[config.mk]
export PLATFORM = sky130hd
export DESIGN_NAME = cal_update_top
export DESIGN_NICKNAME = d
export VERILOG_FILES = /design/src/rtl/cal_pkg.sv /design/src/rtl/cal_time_core.sv /design/src/rtl/cal_update_seq.sv /design/src/rtl/cal_alarm_match.sv /design/src/rtl/cal_update_top.sv
export SDC_FILE = /design/constraint.sdc
export NUM_CORES = 1
export LEC_CHECK = 0
export CAP_MARGIN = 0
export CORE_MARGIN = 1
export CORE_UTILIZATION = 43
export CTS_CLUSTER_SIZE = 25
export DETAILED_ROUTE_END_ITERATION = 16
export PLACE_DENSITY_LB_ADDON = 0.12
export SLEW_MARGIN = 20
export SYNTH_ARGS = -nofsm -noshare
export SYNTH_HDL_FRONTEND = slang
export SYNTH_SLANG_ARGS = --single-unit
[constraint.sdc]
create_clock -name clk -period 11.7 [get_ports clk]
set_clock_uncertainty 0.05 [all_clocks]
set_input_delay 2.925 -clock clk [delete_from_list [all_inputs] [get_ports clk]]
set_output_delay 2.925 -clock clk [all_outputs]
set_load 0.005 [all_outputs]
[src/rtl/cal_pkg.sv]
package cal_pkg;

   typedef struct packed {
      logic [5:0] sec;
      logic [5:0] min;
      logic [4:0] hr;
      logic [2:0] wday;
      logic [4:0] mday;
      logic [3:0] mon;
      logic [6:0] yr;
   } cal_time_t;

   localparam cal_time_t CAL_RST = '{sec: 6'd0, min: 6'd0, hr: 5'd0, wday: 3'd0,
                                      mday: 5'd1, mon: 4'd1, yr: 7'd0};

   // value 0..99 to a byte in the selected format
   function automatic logic [7:0] to_enc(input logic [6:0] v, input logic bin);
      logic [6:0] tens;
      logic [6:0] ones;
      tens = v / 7'd10;
      ones = v % 7'd10;
      return bin ? {1'b0, v} : {tens[3:0], ones[3:0]};
   endfunction

   function automatic logic [6:0] from_enc(input logic [7:0] b, input logic bin);
      logic [6:0] d;
      d = ({3'b000, b[7:4]} * 7'd10) + {3'b000, b[3:0]};
      return bin ? b[6:0] : d;
   endfunction

   function automatic logic [7:0] hr_enc(input logic [4:0] h, input logic bin,
                                         input logic h24);
      logic [4:0] m;
      logic       pm;
      pm = (h >= 5'd12);
      m  = pm ? h - 5'd12 : h;
      if (h24) return to_enc({2'b00, h}, bin);
      return to_enc({2'b00, m}, bin) | {pm, 7'b0};
   endfunction

   function automatic logic [4:0] hr_dec(input logic [7:0] b, input logic bin,
                                         input logic h24);
      logic [6:0] v;
      v = from_enc({1'b0, b[6:0]}, bin);
      if (!h24 && b[7]) v = v + 7'd12;
      return v[4:0];
   endfunction

   function automatic logic [4:0] month_len(input logic [3:0] mon, input logic leap);
      case (mon)
         4'd2:                        return leap ? 5'd29 : 5'd28;
         4'd4, 4'd6, 4'd9, 4'd11:     return 5'd30;
         default:                     return 5'd31;
      endcase
   endfunction

endpackage

[src/rtl/cal_time_core.sv]
module cal_time_core
   import cal_pkg::*;
#(
   parameter int CENTURY = 20
) (
   input  logic      clk,
   input  logic      rst_n,
   input  logic      adv,
   input  logic      ld,
   input  cal_time_t ld_val,
   output cal_time_t now
);
   localparam logic CENT_LEAP = ((CENTURY % 4) == 0);

   generate
      if (CENTURY < 0 || CENTURY > 99) begin : g_bad_century
         $error("cal_time_core: CENTURY out of range");
      end
   endgenerate

   cal_time_t  nxt;
   logic       leap;
   logic [4:0] dim;

   // full year = CENTURY*100 + yr; 100 is a multiple of 4, so yr%4 decides
   // except in year 00, where the century alone decides
   assign leap = (now.yr[1:0] == 2'b00) && ((now.yr != 7'd0) || CENT_LEAP);
   assign dim  = month_len(now.mon, leap);

   always_comb begin
      nxt = now;
      if (now.sec >= 6'd59) begin
         nxt.sec = 6'd0;
         if (now.min >= 6'd59) begin
            nxt.min = 6'd0;
            if (now.hr >= 5'd23) begin
               nxt.hr   = 5'd0;
               nxt.wday = (now.wday >= 3'd6) ? 3'd0 : now.wday + 3'd1;
               if (now.mday >= dim) begin
                  nxt.mday = 5'd1;
                  if (now.mon >= 4'd12) begin
                     nxt.mon = 4'd1;
                     nxt.yr  = (now.yr >= 7'd99) ? 7'd0 : now.yr + 7'd1;
                  end else begin
                     nxt.mon = now.mon + 4'd1;
                  end
               end else begin
                  nxt.mday = now.mday + 5'd1;
               end
            end else begin
               nxt.hr = now.hr + 5'd1;
            end
         end else begin
            nxt.min = now.min + 6'd1;
         end
      end else begin
         nxt.sec = now.sec + 6'd1;
      end
   end

   always_ff @(posedge clk or negedge rst_n) begin
      if (!rst_n)   now <= CAL_RST;
      else if (ld)  now <= ld_val;
      else if (adv) now <= nxt;
   end

endmodule

[src/rtl/cal_update_seq.sv]
module cal_update_seq #(
   parameter int UPD_TICKS = 8
) (
   input  logic clk,
   input  logic rst_n,
   input  logic start,
   input  logic abort,
   input  logic tb_tick,
   output logic uip,
   output logic done
);
   localparam int CW = (UPD_TICKS > 1) ? $clog2(UPD_TICKS) : 1;
   localparam logic [CW-1:0] LAST = CW'(UPD_TICKS - 1);

   generate
      if (UPD_TICKS < 1) begin : g_bad_ticks
         $error("cal_update_seq: UPD_TICKS must be at least 1");
      end
   endgenerate

   logic [CW-1:0] cnt;

   assign done = uip && tb_tick && (cnt == LAST) && !start && !abort;

   always_ff @(posedge clk or negedge rst_n) begin
      if (!rst_n) begin
         uip <= 1'b0;
         cnt <= '0;
      end else if (start) begin
         uip <= 1'b1;
         cnt <= '0;
      end else if (abort || done) begin
         uip <= 1'b0;
         cnt <= '0;
      end else if (uip && tb_tick) begin
         cnt <= cnt + 1'b1;
      end
   end

endmodule

[src/rtl/cal_alarm_match.sv]
module cal_alarm_match #(
   parameter int NFIELD = 3,
   parameter int BW     = 8
) (
   input  logic [NFIELD-1:0][BW-1:0] alm,
   input  logic [NFIELD-1:0][BW-1:0] cur,
   output logic                      hit
);
   generate
      if (BW < 2) begin : g_bad_bw
         $error("cal_alarm_match: BW must be at least 2");
      end
   endgenerate

   logic [NFIELD-1:0] ok;

   for (genvar i = 0; i < NFIELD; i++) begin : g_field
      assign ok[i] = (alm[i][BW-1:BW-2] == 2'b11) || (alm[i] == cur[i]);
   end

   assign hit = &ok;

endmodule

[src/rtl/cal_update_top.sv]
module cal_update_top
   import cal_pkg::*;
#(
   parameter int         CENTURY   = 20,
   parameter int         UPD_TICKS = 8,
   parameter logic [2:0] OSC_RUN   = 3'b010,
   parameter logic [7:0] ALM_MASK  = 8'hA0,
   parameter logic [7:0] UPD_MASK  = 8'h90
) (
   input  logic       clk,
   input  logic       rst_n,
   input  logic       sec_tick,
   input  logic       tb_tick,
   input  logic [2:0] osc_sel,
   input  logic       set_hold,
   input  logic       bin_mode,
   input  logic       h24_mode,
   input  logic       alarm_ie,
   input  logic       upd_ie,
   input  logic       ld_req,
   input  logic [7:0] ld_sec,
   input  logic [7:0] ld_min,
   input  logic [7:0] ld_hr,
   input  logic [7:0] ld_wday,
   input  logic [7:0] ld_mday,
   input  logic [7:0] ld_mon,
   input  logic [7:0] ld_yr,
   input  logic [7:0] alm_sec,
   input  logic [7:0] alm_min,
   input  logic [7:0] alm_hr,
   output logic [7:0] t_sec,
   output logic [7:0] t_min,
   output logic [7:0] t_hr,
   output logic [7:0] t_wday,
   output logic [7:0] t_mday,
   output logic [7:0] t_mon,
   output logic [7:0] t_yr,
   output logic       uip,
   output logic [7:0] flag_set
);
   localparam int NALM = 3;

   cal_time_t ld_val;
   cal_time_t now;
   logic      adv;
   logic      start;
   logic      done;
   logic      hit;
   logic      ld_d;
   logic [6:0] d_sec, d_min, d_wday, d_mday, d_mon, d_yr;
   logic [7:0] e_sec, e_min, e_hr, e_wday, e_mday, e_mon, e_yr;
   logic [NALM-1:0][7:0] alm_v;
   logic [NALM-1:0][7:0] cur_v;

   assign adv   = sec_tick && (osc_sel == OSC_RUN);
   assign start = adv && !set_hold;

   // decode load bytes in the current format
   always_comb begin
      d_sec  = from_enc(ld_sec,  bin_mode);
      d_min  = from_enc(ld_min,  bin_mode);
      d_wday = from_enc(ld_wday, bin_mode);
      d_mday = from_enc(ld_mday, bin_mode);
      d_mon  = from_enc(ld_mon,  bin_mode);
      d_yr   = from_enc(ld_yr,   bin_mode);
      ld_val.sec  = d_sec[5:0];
      ld_val.min  = d_min[5:0];
      ld_val.hr   = hr_dec(ld_hr, bin_mode, h24_mode);
      ld_val.wday = d_wday[2:0];
      ld_val.mday = d_mday[4:0];
      ld_val.mon  = d_mon[3:0];
      ld_val.yr   = d_yr;
   end

   cal_time_core #(.CENTURY(CENTURY)) u_core (
      .clk    (clk),
      .rst_n  (rst_n),
      .adv    (adv),
      .ld     (ld_req),
      .ld_val (ld_val),
      .now    (now)
   );

   cal_update_seq #(.UPD_TICKS(UPD_TICKS)) u_seq (
      .clk     (clk),
      .rst_n   (rst_n),
      .start   (start),
      .abort   (set_hold),
      .tb_tick (tb_tick),
      .uip     (uip),
      .done    (done)
   );

   // encode the running count
   always_comb begin
      e_sec  = to_enc({1'b0, now.sec}, bin_mode);
      e_min  = to_enc({1'b0, now.min}, bin_mode);
      e_hr   = hr_enc(now.hr, bin_mode, h24_mode);
      e_wday = to_enc({4'b0, now.wday}, bin_mode);
      e_mday = to_enc({2'b0, now.mday}, bin_mode);
      e_mon  = to_enc({3'b0, now.mon}, bin_mode);
      e_yr   = to_enc(now.yr, bin_mode);
   end

   // field order: 0 seconds, 1 minutes, 2 hours
   assign alm_v = {alm_hr, alm_min, alm_sec};
   assign cur_v = {e_hr, e_min, e_sec};

   cal_alarm_match #(.NFIELD(NALM), .BW(8)) u_alm (
      .alm (alm_v),
      .cur (cur_v),
      .hit (hit)
   );

   always_ff @(posedge clk or negedge rst_n) begin
      if (!rst_n) ld_d <= 1'b0;
      else        ld_d <= ld_req;
   end

   always_ff @(posedge clk or negedge rst_n) begin
      if (!rst_n) begin
         t_sec  <= 8'h00;
         t_min  <= 8'h00;
         t_hr   <= 8'h00;
         t_wday <= 8'h00;
         t_mday <= 8'h01;
         t_mon  <= 8'h01;
         t_yr   <= 8'h00;
      end else if (!set_hold && (done || ld_d)) begin
         t_sec  <= e_sec;
         t_min  <= e_min;
         t_hr   <= e_hr;
         t_wday <= e_wday;
         t_mday <= e_mday;
         t_mon  <= e_mon;
         t_yr   <= e_yr;
      end
   end

   always_ff @(posedge clk or negedge rst_n) begin
      if (!rst_n)    flag_set <= 8'h00;
      else if (done) flag_set <= ((alarm_ie && hit) ? ALM_MASK : 8'h00)
                                 | (upd_ie ? UPD_MASK : 8'h00);
      else           flag_set <= 8'h00;
   end

endmodule

==> metrics.md, run 1 <==
| Metric | Value |
|---|---|
| Outcome | finished clean |
| CP delay by family, top | simple AND/OR/NAND/NOR gates |
| CP bufs+invs | 2 |
| Max Slew Vio Count | 0 |
| ANT cells | 0 |
| GR Util All Layers | 0.223 |
| Critical path's largest stage delay | 0.55 ns |
| Fin crit period | 5.95 ns |
| Die height | 143 um |
| VDD IR-drop max | 92.6 uV |
| Vias in the first global route | 7169 |
| Crit path DAT | 6.12 ns |
| Largest net degree at the start of global routing | 54 |
| HP Class | reg2reg |
| WL/cell | 15.5 um |
| Sequential area share after synthesis | 0.256 |
| Via/cell ratio | 5.47 |
| Slowest stage cell, crit path | nand2b_1 |
| Top fanout value on the critical path | 17 |
| Initial drt markers | 409 |
| Most common cell in the netlist | nand2_1 |
| Sink Count | 87 |
| CTS tree | built |
| Clock Tree Buf Depth | 2 |
| Design Power | 2.01 mW |
| # fillers | 1843 |
| Register bit total from synthesis | 87 |
| Initial antenna violation count | 1 |
| Via count | 7704 |
| Critical path capture point type | flop |
| Slew HR | 0.481 |
| Max_cap viols | 0 |
| # setup viols final | 0 |
| Area share of the largest cell type after synthesis | 0.244 |
| Num CTS Buffers | 9 |
| Final period util | 0.508 |
| Ranking of synthesized cells by area | dfrtp_1 (24%), ha_1 (11%), o21ai_0 (6.4%), nand2_1 (5.7%), a21oi_1 (3.7%) |
| Post-route DRC | 0 |
| Share of layout cells above drive strength 1 | 0.0638 |
| Post-cts hold buffer count | 0 |
| Detailed-router iteration count before antenna repair | 7 |
| Post-CTS setup buffer count | 0 |
| Main synth FF type | dfrtp_1 |
| Async set or reset register ratio after synthesis | 1.00 |
| Width of the die | 143 um |
| Syn avg cell area | 8.13 sq um |
| Yosys warns | 0 |
| Drt total wl | 21800 um |
| TNS Setup | 0 ns |
| Core footprint | 19500 sq um |
| Area of the mapped netlist | 8530 sq um |
| Final nets | 1313 |
| Critical path, cell by cell | clkdlybuf4s50_1, nor4bb_1, buf_4, or2_2, nand3_1, nand2b_1, nand2b_1, or2_1, a221oi_1, a21oi_1 |
| CTS Root Cell | clkbuf_16 |
| Die ar. | 20400 sq um |
| Top cells by count, synth | nand2_1 (130), o21ai_0 (109), dfrtp_1 (83), ha_1 (74), nor2_1 (66) |
| Critical Path RT | 11.87 ns |
| Count of nets left with antenna violations after detail routing | 0 |
| Number of buffers added on ports | 135 |
| Hpwl dp | 16100 um |
| CP Launch Type | input pin |
| Mapped Cells | 1049 |
| CP Class | in2reg |
| FMAX | 0.168 GHz |
| Post-synth top area cell | dfrtp_1 |
| Clk Latency, worst-skew pair | 0.36 ns |
| Worst-margin pin slew | 0.773 ns |
| Hold Fails Final Rpt | 0 |
| H-tree Lvls | 3 |
| GRT overflow | 0 |
| P per Cell Area | 197 nW/um^2 |
| Syn-to-layout area delta | 19.9% |
| Number of top-level pins | 158 |
| Most frequent CP cell | nand2b_1 |
| Leak pwr | 4.35 nW |
| Post-CTS resize count | 0 |
| Cell row count | 51 |
| EDFF count, synth | 0 |
| Synth unique cells | 99 |
| Routability congestion estimate | 0.831 |
| Register area | 2180 sq um |
| First-pass GRT wire length | 36000 um |
| Multi-input gate area | 5770 sq um |
| Register clock-pin slew on the reported worst setup and hold paths | 0.07 ns |
| Initial Util | 0.438 |
| Unrepaired setup endpoints after global routing | false |
routing by layer:
layer  track usage  wire length, um  vias to the layer above
li1              -                -                     3921
met1         0.298            10400                     3578
met2         0.374            10100                      183
met3        0.0302              994                       20
met4        0.0628              310                        2
met5             0               13                        -
cell usage in the layout, fill, tap and decap left out, types with 12 or more instances in the layout:
cell type / Yosys / final
ha_1: 74 / 74
o21ai_0: 109 / 109
nor3_1: 19 / 19
conb_1: 1 / 18
a211oi_1: 12 / 12
dfrtp_1: 83 / 83
clkdlybuf4s50_1: 0 / 132
nand2_1: 130 / 130
xnor2_1: 33 / 33
a21oi_1: 63 / 63
inv_1: 57 / 57
nand2b_1: 15 / 15
nor2b_1: 12 / 12
mux2i_1: 17 / 17
xor2_1: 29 / 29
nand3_1: 17 / 17
nor2_1: 66 / 66
cells by family (layout without fill, tap and decap cells):
logic type	Yosys count	count (layout)	synth area share
muxes	25	25	0.0318
and+or+nand+nor	322	322	0.182
AOI/OAI and AO/OA	329	329	0.262
buffers and inverters	140	218	0.0751
xor gates and xnor gates	64	64	0.0675
DFF	87	87	0.256
adders and majority gates	81	81	0.125
other	1	18	0.000440
state kept, by name, indices dropped and copies added (netlist names):
signal	count
flag_set	3
t_yr	8
u_core.now	36
ld_d	1
t_mon	5
t_mday	6
u_seq.uip	1
t_sec	7
u_seq.cnt	3
t_min	7
t_hr	7
t_wday	3
where the power goes:
part / switching (mW) / total (mW) / internal, mW / leakage [nW]
clock: 0.130 / 0.323 / 0.193 / 0.156
sequential: 0.159 / 0.560 / 0.401 / 1.08
combinational: 0.597 / 1.13 / 0.534 / 3.11
total: 0.885 / 2.01 / 1.13 / 4.35
final timing paths:
kind	to	cells after the start	slack, ns	from
min in group asynchronous	t_sec[3]	1	2.52	rst_n
max in group asynchronous	u_core.now[21]	2	8.07	rst_n
setup reg to reg	flag_set[7]	17	7.32	u_core.now[20]
hold reg to reg	t_hr[2]	2	0.42	t_hr[2]
setup / recovery	u_core.now[1]	10	5.75	sec_tick
hold / removal	t_hr[2]	2	0.42	t_hr[2]
layout make-up:
class,count,area share
timing repair buffer,142,0.136
multi-input combinational,839,0.564
clock inverter,5,0.00795
sequential,87,0.213
inverter,60,0.0220
tap,265,0.0324
clock buffer,11,0.0237
worst min-delay path, stage by stage, from the launching register on:
cell	delay, ns
dfrtp_1	0.34
nand2_1	0.05
nand2_1	0.05
through the flow:
stage | utilization | setup WS [ns] | hold WS [ns] | instance area [sq um] | std cells
final | 0.525 | 5.75 | 0.424 | 10200 | 1409
after global placement | 0.509 | 5.45 | 0.410 | 9900 | 1393
after detailed placement | 0.509 | 5.41 | 0.411 | 9900 | 1393
after global routing | 0.525 | 5.42 | 0.440 | 10200 | 1409
after floorplan | - | 6.73 | 0.413 | 8590 | 1066
after CTS | 0.525 | 5.79 | 0.431 | 10200 | 1409
Power figures use the tool's default switching activity.
==> run 2, diff against run 1 <==
==> constraint.sdc (replaced) <==
create_clock -name clk -period 5.8 [get_ports clk]
set_clock_uncertainty 0.05 [all_clocks]
set_input_delay 1.45 -clock clk [delete_from_list [all_inputs] [get_ports clk]]
set_output_delay 1.45 -clock clk [all_outputs]
set_load 0.005 [all_outputs]
==> metrics.md, run 2 (same netlist as run 1, synthesis figures left out) <==
| Metric | Value |
|---|---|
| Utilization after layout | 0.524 (-0.00174) |
| Width of the die | 143 um (unchanged) |
| Syn-to-layout area delta | 19.5% |
| GRT overflow | 0 (unchanged) |
| Max Slew Vio Count | 0 (unchanged) |
| Top fanout value on the critical path | 17 (unchanged) |
| Final non-filler cell area | 10200 sq um (-0.33%) |
| Drt total wl | 21700 um (-0.53%) |
| Unrepaired setup endpoints after global routing | false |
| Post-CTS setup buffer count | 0 (unchanged) |
| Post-Place Cells | 1393 (unchanged) |
| Clock Tree Buf Depth | 2 (unchanged) |
| WL/cell | 15.4 um (-0.53%) |
| CTS tree | built |
| Final period util | 0.762 |
| Detailed-router iteration count before antenna repair | 5 (-2) |
| Largest register FFs | 36 (unchanged) |
| # setup viols final | 0 (unchanged) |
| TNS Setup | 0 ns (unchanged) |
| Top Registers | u_core.now: 36 flops, t_yr: 8 flops |
| Number of top-level pins | 158 (unchanged) |
| Die ar. | 20400 sq um (unchanged) |
| Cell row count | 51 (unchanged) |
| Core footprint | 19500 sq um (unchanged) |
| Via/cell ratio | 5.48 (+0.29%) |
| Hold depth | 2 (unchanged) |
| VDD IR-drop max | 162 uV (+75%) |
| Layout Cells excl Fill | 1409 (unchanged) |
| Critical Path RT | 5.97 ns (-5.90 ns) |
| Final nets | 1313 (unchanged) |
| Register clock-pin slew on the reported worst setup and hold paths | 0.06 ns (about the same) |
| Crit path DAT | 4.59 ns (-1.53 ns) |
| Biggest register | u_core.now |
| First-pass GRT wire length | 36200 um (+0.61%) |
| Placed cell areas | 9900 sq um (unchanged) |
| Share of layout cells above drive strength 1 | 0.0638 (unchanged) |
| Critical path capture point type | flop |
| CTS Root Cell | clkbuf_16 |
| Post-route DRC | 0 (unchanged) |
| Final worst setup slack | 1.38 ns (-4.37 ns) |
| CP Class | in2reg |
| ANT cells | 0 (unchanged) |
| Worst-margin pin slew | 0.943 ns (+0.170 ns) |
| Fin crit period | 4.42 ns |
| Clk Latency, worst-skew pair | 0.35 ns (about the same) |
| H-tree Lvls | 3 (unchanged) |
| Num CTS Buffers | 9 (unchanged) |
| Max_cap viols | 0 (unchanged) |
| Initial drt markers | 361 (-12%) |
| FF-to-FF setup slack | 1.47 ns (-5.85 ns) |
| Sink Count | 87 (unchanged) |
| Count of nets left with antenna violations after detail routing | 0 (unchanged) |
| HP Class | reg2reg |
| Slew HR | 0.371 (-0.110) |
| Worst R2R Path Depth | 17 (unchanged) |
| Initial antenna violation count | 0 (-1) |
| CP Launch Type | input pin |
| Leak pwr | 4.33 nW (-0.31%) |
| Largest net degree at the start of global routing | 59 (+9.3%) |
| Post-CTS resize count | 0 (unchanged) |
| Die height | 143 um (unchanged) |
| P per Cell Area | 394 nW/um^2 (+100%) |
| Routability congestion estimate | 0.849 (+2.2%) |
| Outcome | finished clean |
| GR Util All Layers | 0.224 (+0.00130) |
| Via count | 7726 (+0.29%) |
| Design Power | 4.01 mW (+99%) |
| Commonest cells after routing, fill and taps aside | clkdlybuf4s50_1 (132), nand2_1 (130), o21ai_0 (109) |
| FMAX | 0.226 GHz |
| Hpwl dp | 16100 um (+0.34%) |
| Initial Util | 0.438 (unchanged) |
| Post-cts hold buffer count | 0 (unchanged) |
| Vias in the first global route | 7213 (+0.61%) |
| Hold WS | 0.426 ns (+0.00210 ns) |
| Number of buffers added on ports | 135 (unchanged) |
| DP Worst Slack | 1.00 ns (-4.41 ns) |
| Hold Fails Final Rpt | 0 (unchanged) |
| Most common cell after layout, fill and taps aside | clkdlybuf4s50_1 |
[run 2: cell count changes in the layout (fill, tap and decap cells not counted)]
cell | previous run | this run
clkinv_2 | 1 | 3
clkbuf_8 | 1 | 0
bufinv_16 | 2 | 1
[run 2: final timing paths]
check                                    start             end
min in group asynchronous                rst_n        t_sec[2]
worst max-delay path                  sec_tick   u_core.now[1]
worst min register to register       t_wday[0]       t_wday[0]
max in group asynchronous                rst_n  u_core.now[27]
worst min-delay path                 t_wday[0]       t_wday[0]
worst max register to register  u_core.now[20]     flag_set[7]
[run 2: area by class of cell]
class,instances,area [sq um]
inverters,60,225
well taps,265,332
clock inverters,6,61.3
fillers,1868,9270
multi-input cells,839,5770
flip-flops and latches,87,2180
clock buffers,10,229
repair buffers,142,1390
[run 2: layer usage]
metal | global-route usage | share of wire | wire, um | up-vias
li1 | - | - | - | 3914
met1 | 0.307 | 0.49 | 10600 | 3621
met2 | 0.375 | 0.46 | 10100 | 173
met3 | 0.0225 | 0.034 | 730 | 18
met4 | 0.0611 | 0.012 | 269 | 0
met5 | 0 | 0 | 0 | -
[run 2: worst max-delay path, cell delays in order]
cell and delay [ns]:
clkdlybuf4s50_1 0.44, nor4bb_1 0.27, buf_4 0.21, or2_2 0.17
nand3_1 0.32, nand2b_1 0.55, nand2b_1 0.39, or2_1 0.45
a221oi_1 0.28, a21oi_1 0.06
[run 2: power by group]
| part | internal [mW] | leakage [nW] | switching (mW) | total (mW) |
|---|---|---|---|---|
| combinational | 1.08 | 3.11 | 1.21 | 2.29 |
| sequential | 0.809 | 1.08 | 0.318 | 1.13 |
| clock | 0.333 | 0.142 | 0.264 | 0.597 |
==> run 3, diff against run 2 <==
==> constraint.sdc (replaced) <==
create_clock -name clk -period 4.6 [get_ports clk]
set_clock_uncertainty 0.05 [all_clocks]
set_input_delay 1.15 -clock clk [delete_from_list [all_inputs] [get_ports clk]]
set_output_delay 1.15 -clock clk [all_outputs]
set_load 0.005 [all_outputs]
==> metrics.md, run 3 (same netlist as run 1, synthesis figures left out) <==
| Metric | Value |
|---|---|
| Most frequent CP cell | ha_1 |
| CTS Root Cell | clkbuf_16 |
| Clk Latency, worst-skew pair | 0.35 ns (about the same) |
| Detailed-router iteration count before antenna repair | 5 (unchanged) |
| Critical Path RT | 4.79 ns (-1.18 ns) |
| Number of top-level pins | 158 (unchanged) |
| Largest net degree at the start of global routing | 69 (+17%) |
| # setup viols final | 0 (unchanged) |
| Clock Tree Buf Depth | 2 (unchanged) |
| CTS tree | built |
| CP Launch Point | u_core.now[21] |
| GR Util All Layers | 0.226 (+0.00216) |
| Leak pwr | 4.37 nW (+0.81%) |
| Drt total wl | 21900 um (+0.95%) |
| CP Class | reg2reg |
| R2r endpoint | flag_set[7] |
| Critical path capture point type | flop |
| Vias in the first global route | 7309 (+1.3%) |
| HP Class | reg2reg |
| Slowest stage cell, crit path | dfrtp_1 |
| Post-CTS setup buffer count | 0 (unchanged) |
| Slew HR | 0.390 (+0.0185) |
| Routability congestion estimate | 0.868 (+2.2%) |
| Critical path's largest stage delay | 0.66 ns (+0.11 ns) |
| Top fanout value on the critical path | 15 (-2) |
| H-tree Lvls | 3 (unchanged) |
| ANT cells | 0 (unchanged) |
| Width of the die | 143 um (unchanged) |
| Register clock-pin slew on the reported worst setup and hold paths | 0.07 ns (about the same) |
| Critical path, cell by cell | ha_1, a21oi_4, mux2i_4, nor2_1, inv_1, ha_1, a41o_2, xnor2_1, ha_1, nand2b_1, o31ai_1, a211o_1, a211oi_2, mux2i_1, a41oi_2, o21bai_2 |
| Worst R2R Start | u_core.now[21] |
| TNS Setup | 0 ns (unchanged) |
| Largest register FFs | 36 (unchanged) |
| Die height | 143 um (unchanged) |
| FF-to-FF setup slack | 0.38 ns (-1.09 ns) |
| Count of nets left with antenna violations after detail routing | 0 (unchanged) |
| Sink Count | 87 (unchanged) |
| Via count | 7664 (-0.80%) |
| Via/cell ratio | 5.40 (-1.4%) |
| P per Cell Area | 493 nW/um^2 (+25%) |
| Number of buffers added on ports | 135 (unchanged) |
| Fin crit period | 4.22 ns |
| Post-route DRC | 0 (unchanged) |
| Core footprint | 19500 sq um (unchanged) |
| Worst R2R Path Depth | 16 (-1) |
| Num CTS Buffers | 9 (unchanged) |
| Final nets | 1322 (+0.69%) |
| Share of layout cells above drive strength 1 | 0.0720 (+0.00817) |
| Initial drt markers | 415 (+15%) |
| First-pass GRT wire length | 36600 um (+1.2%) |
| Multi-input gate area | 5770 sq um (unchanged) |
| Hpwl dp | 16300 um (+0.97%) |
| Top Registers | u_core.now: 36 flops, t_yr: 8 flops |
| GRT overflow | 0 (unchanged) |
| Worst-margin pin slew | 0.915 ns (-0.0278 ns) |
| Post-cts hold buffer count | 0 (unchanged) |
| Max_cap viols | 0 (unchanged) |
| Initial Util | 0.438 (unchanged) |
| Final period util | 0.917 |
| Most common cell after layout, fill and taps aside | clkdlybuf4s50_1 |
| Design Power | 5.06 mW (+26%) |
| Initial antenna violation count | 0 (unchanged) |
| CP endpoint | flag_set[7] |
| Commonest cells after routing, fill and taps aside | clkdlybuf4s50_1 (132), nand2_1 (130), o21ai_0 (109) |
| FMAX | 0.237 GHz |
| WL/cell | 15.5 um (+0.31%) |
| Biggest register | u_core.now |
| Crit path DAT | 4.41 ns (-0.18 ns) |
| Cell row count | 51 (unchanged) |
| Register area | 2180 sq um (unchanged) |
| CP Launch Type | flop |
| VDD IR-drop max | 200 uV (+23%) |
| Syn-to-layout area delta | 20.4% |
| Unrepaired setup endpoints after global routing | false |
| Outcome | finished clean |
| # fillers | 1892 (+1.3%) |
| Hold Fails Final Rpt | 0 (unchanged) |
| Post-CTS resize count | 0 (unchanged) |
| Die ar. | 20400 sq um (unchanged) |
| Max Slew Vio Count | 0 (unchanged) |
[run 3: layout make-up]
cell class              count  share of cell area
clock buffers               9              0.0219
clock inverters             7             0.00561
inverters                  60              0.0219
multi-input cells         839               0.562
flip-flops and latches     87               0.213
well taps                 265              0.0323
repair buffers            151               0.144
[run 3: through the flow]
stage / area, sq um / setup slack, ns / hold slack, ns / util / instances
CTS: 10300 / 0.417 / 0.434 / 0.527 / 1418
global placement: 9980 / 0.518 / 0.410 / 0.513 / 1402
floorplan: 8590 / 0.905 / 0.413 / - / 1066
global route: 10300 / 0.0666 / 0.451 / 0.527 / 1418
finish: 10300 / 0.380 / 0.426 / 0.527 / 1418
detailed placement: 9980 / 0.458 / 0.420 / 0.513 / 1402
[run 3: worst max-delay path: cells and delay by family, from the launching register on]
family / cells / cell delay [ns]
multiplexers: 2 / 0.39
AND/OR/NAND/NOR: 2 / 0.33
XOR/XNOR: 1 / 0.29
adder cells (fa/ha/maj): 3 / 1.01
AO/OA/AOI/OAI: 7 / 1.31
flip-flops: 1 / 0.66
buffers and inverters: 1 / 0.06
[run 3: power breakdown]
part           total (mW)  switching [mW]  internal, mW
Clock               0.719           0.347         0.372
Sequential           1.38           0.363          1.02
Combinational        2.96            1.58          1.38
[run 3: how the worst min path moves through the flow]
stage	startpoint	end	slack [ns]	cells after the start
global placement	t_wday[0]	t_wday[0]	0.41	2
finish	t_sec[6]	t_sec[6]	0.43	2
global route	t_sec[6]	t_sec[6]	0.45	2
floorplan	t_min[2]	t_min[2]	0.41	2
detailed placement	t_sec[2]	t_sec[2]	0.42	2
CTS	t_sec[6]	t_sec[6]	0.43	2
[run 3: layer usage]
layer | up-vias | share of wire | track usage | wire length (um)
li1 | 3927 | - | - | -
met1 | 3532 | 0.48 | 0.306 | 10500
met2 | 185 | 0.45 | 0.371 | 9960
met3 | 20 | 0.050 | 0.0359 | 1110
met4 | 0 | 0.016 | 0.0679 | 357
met5 | - | 0 | 0 | 0
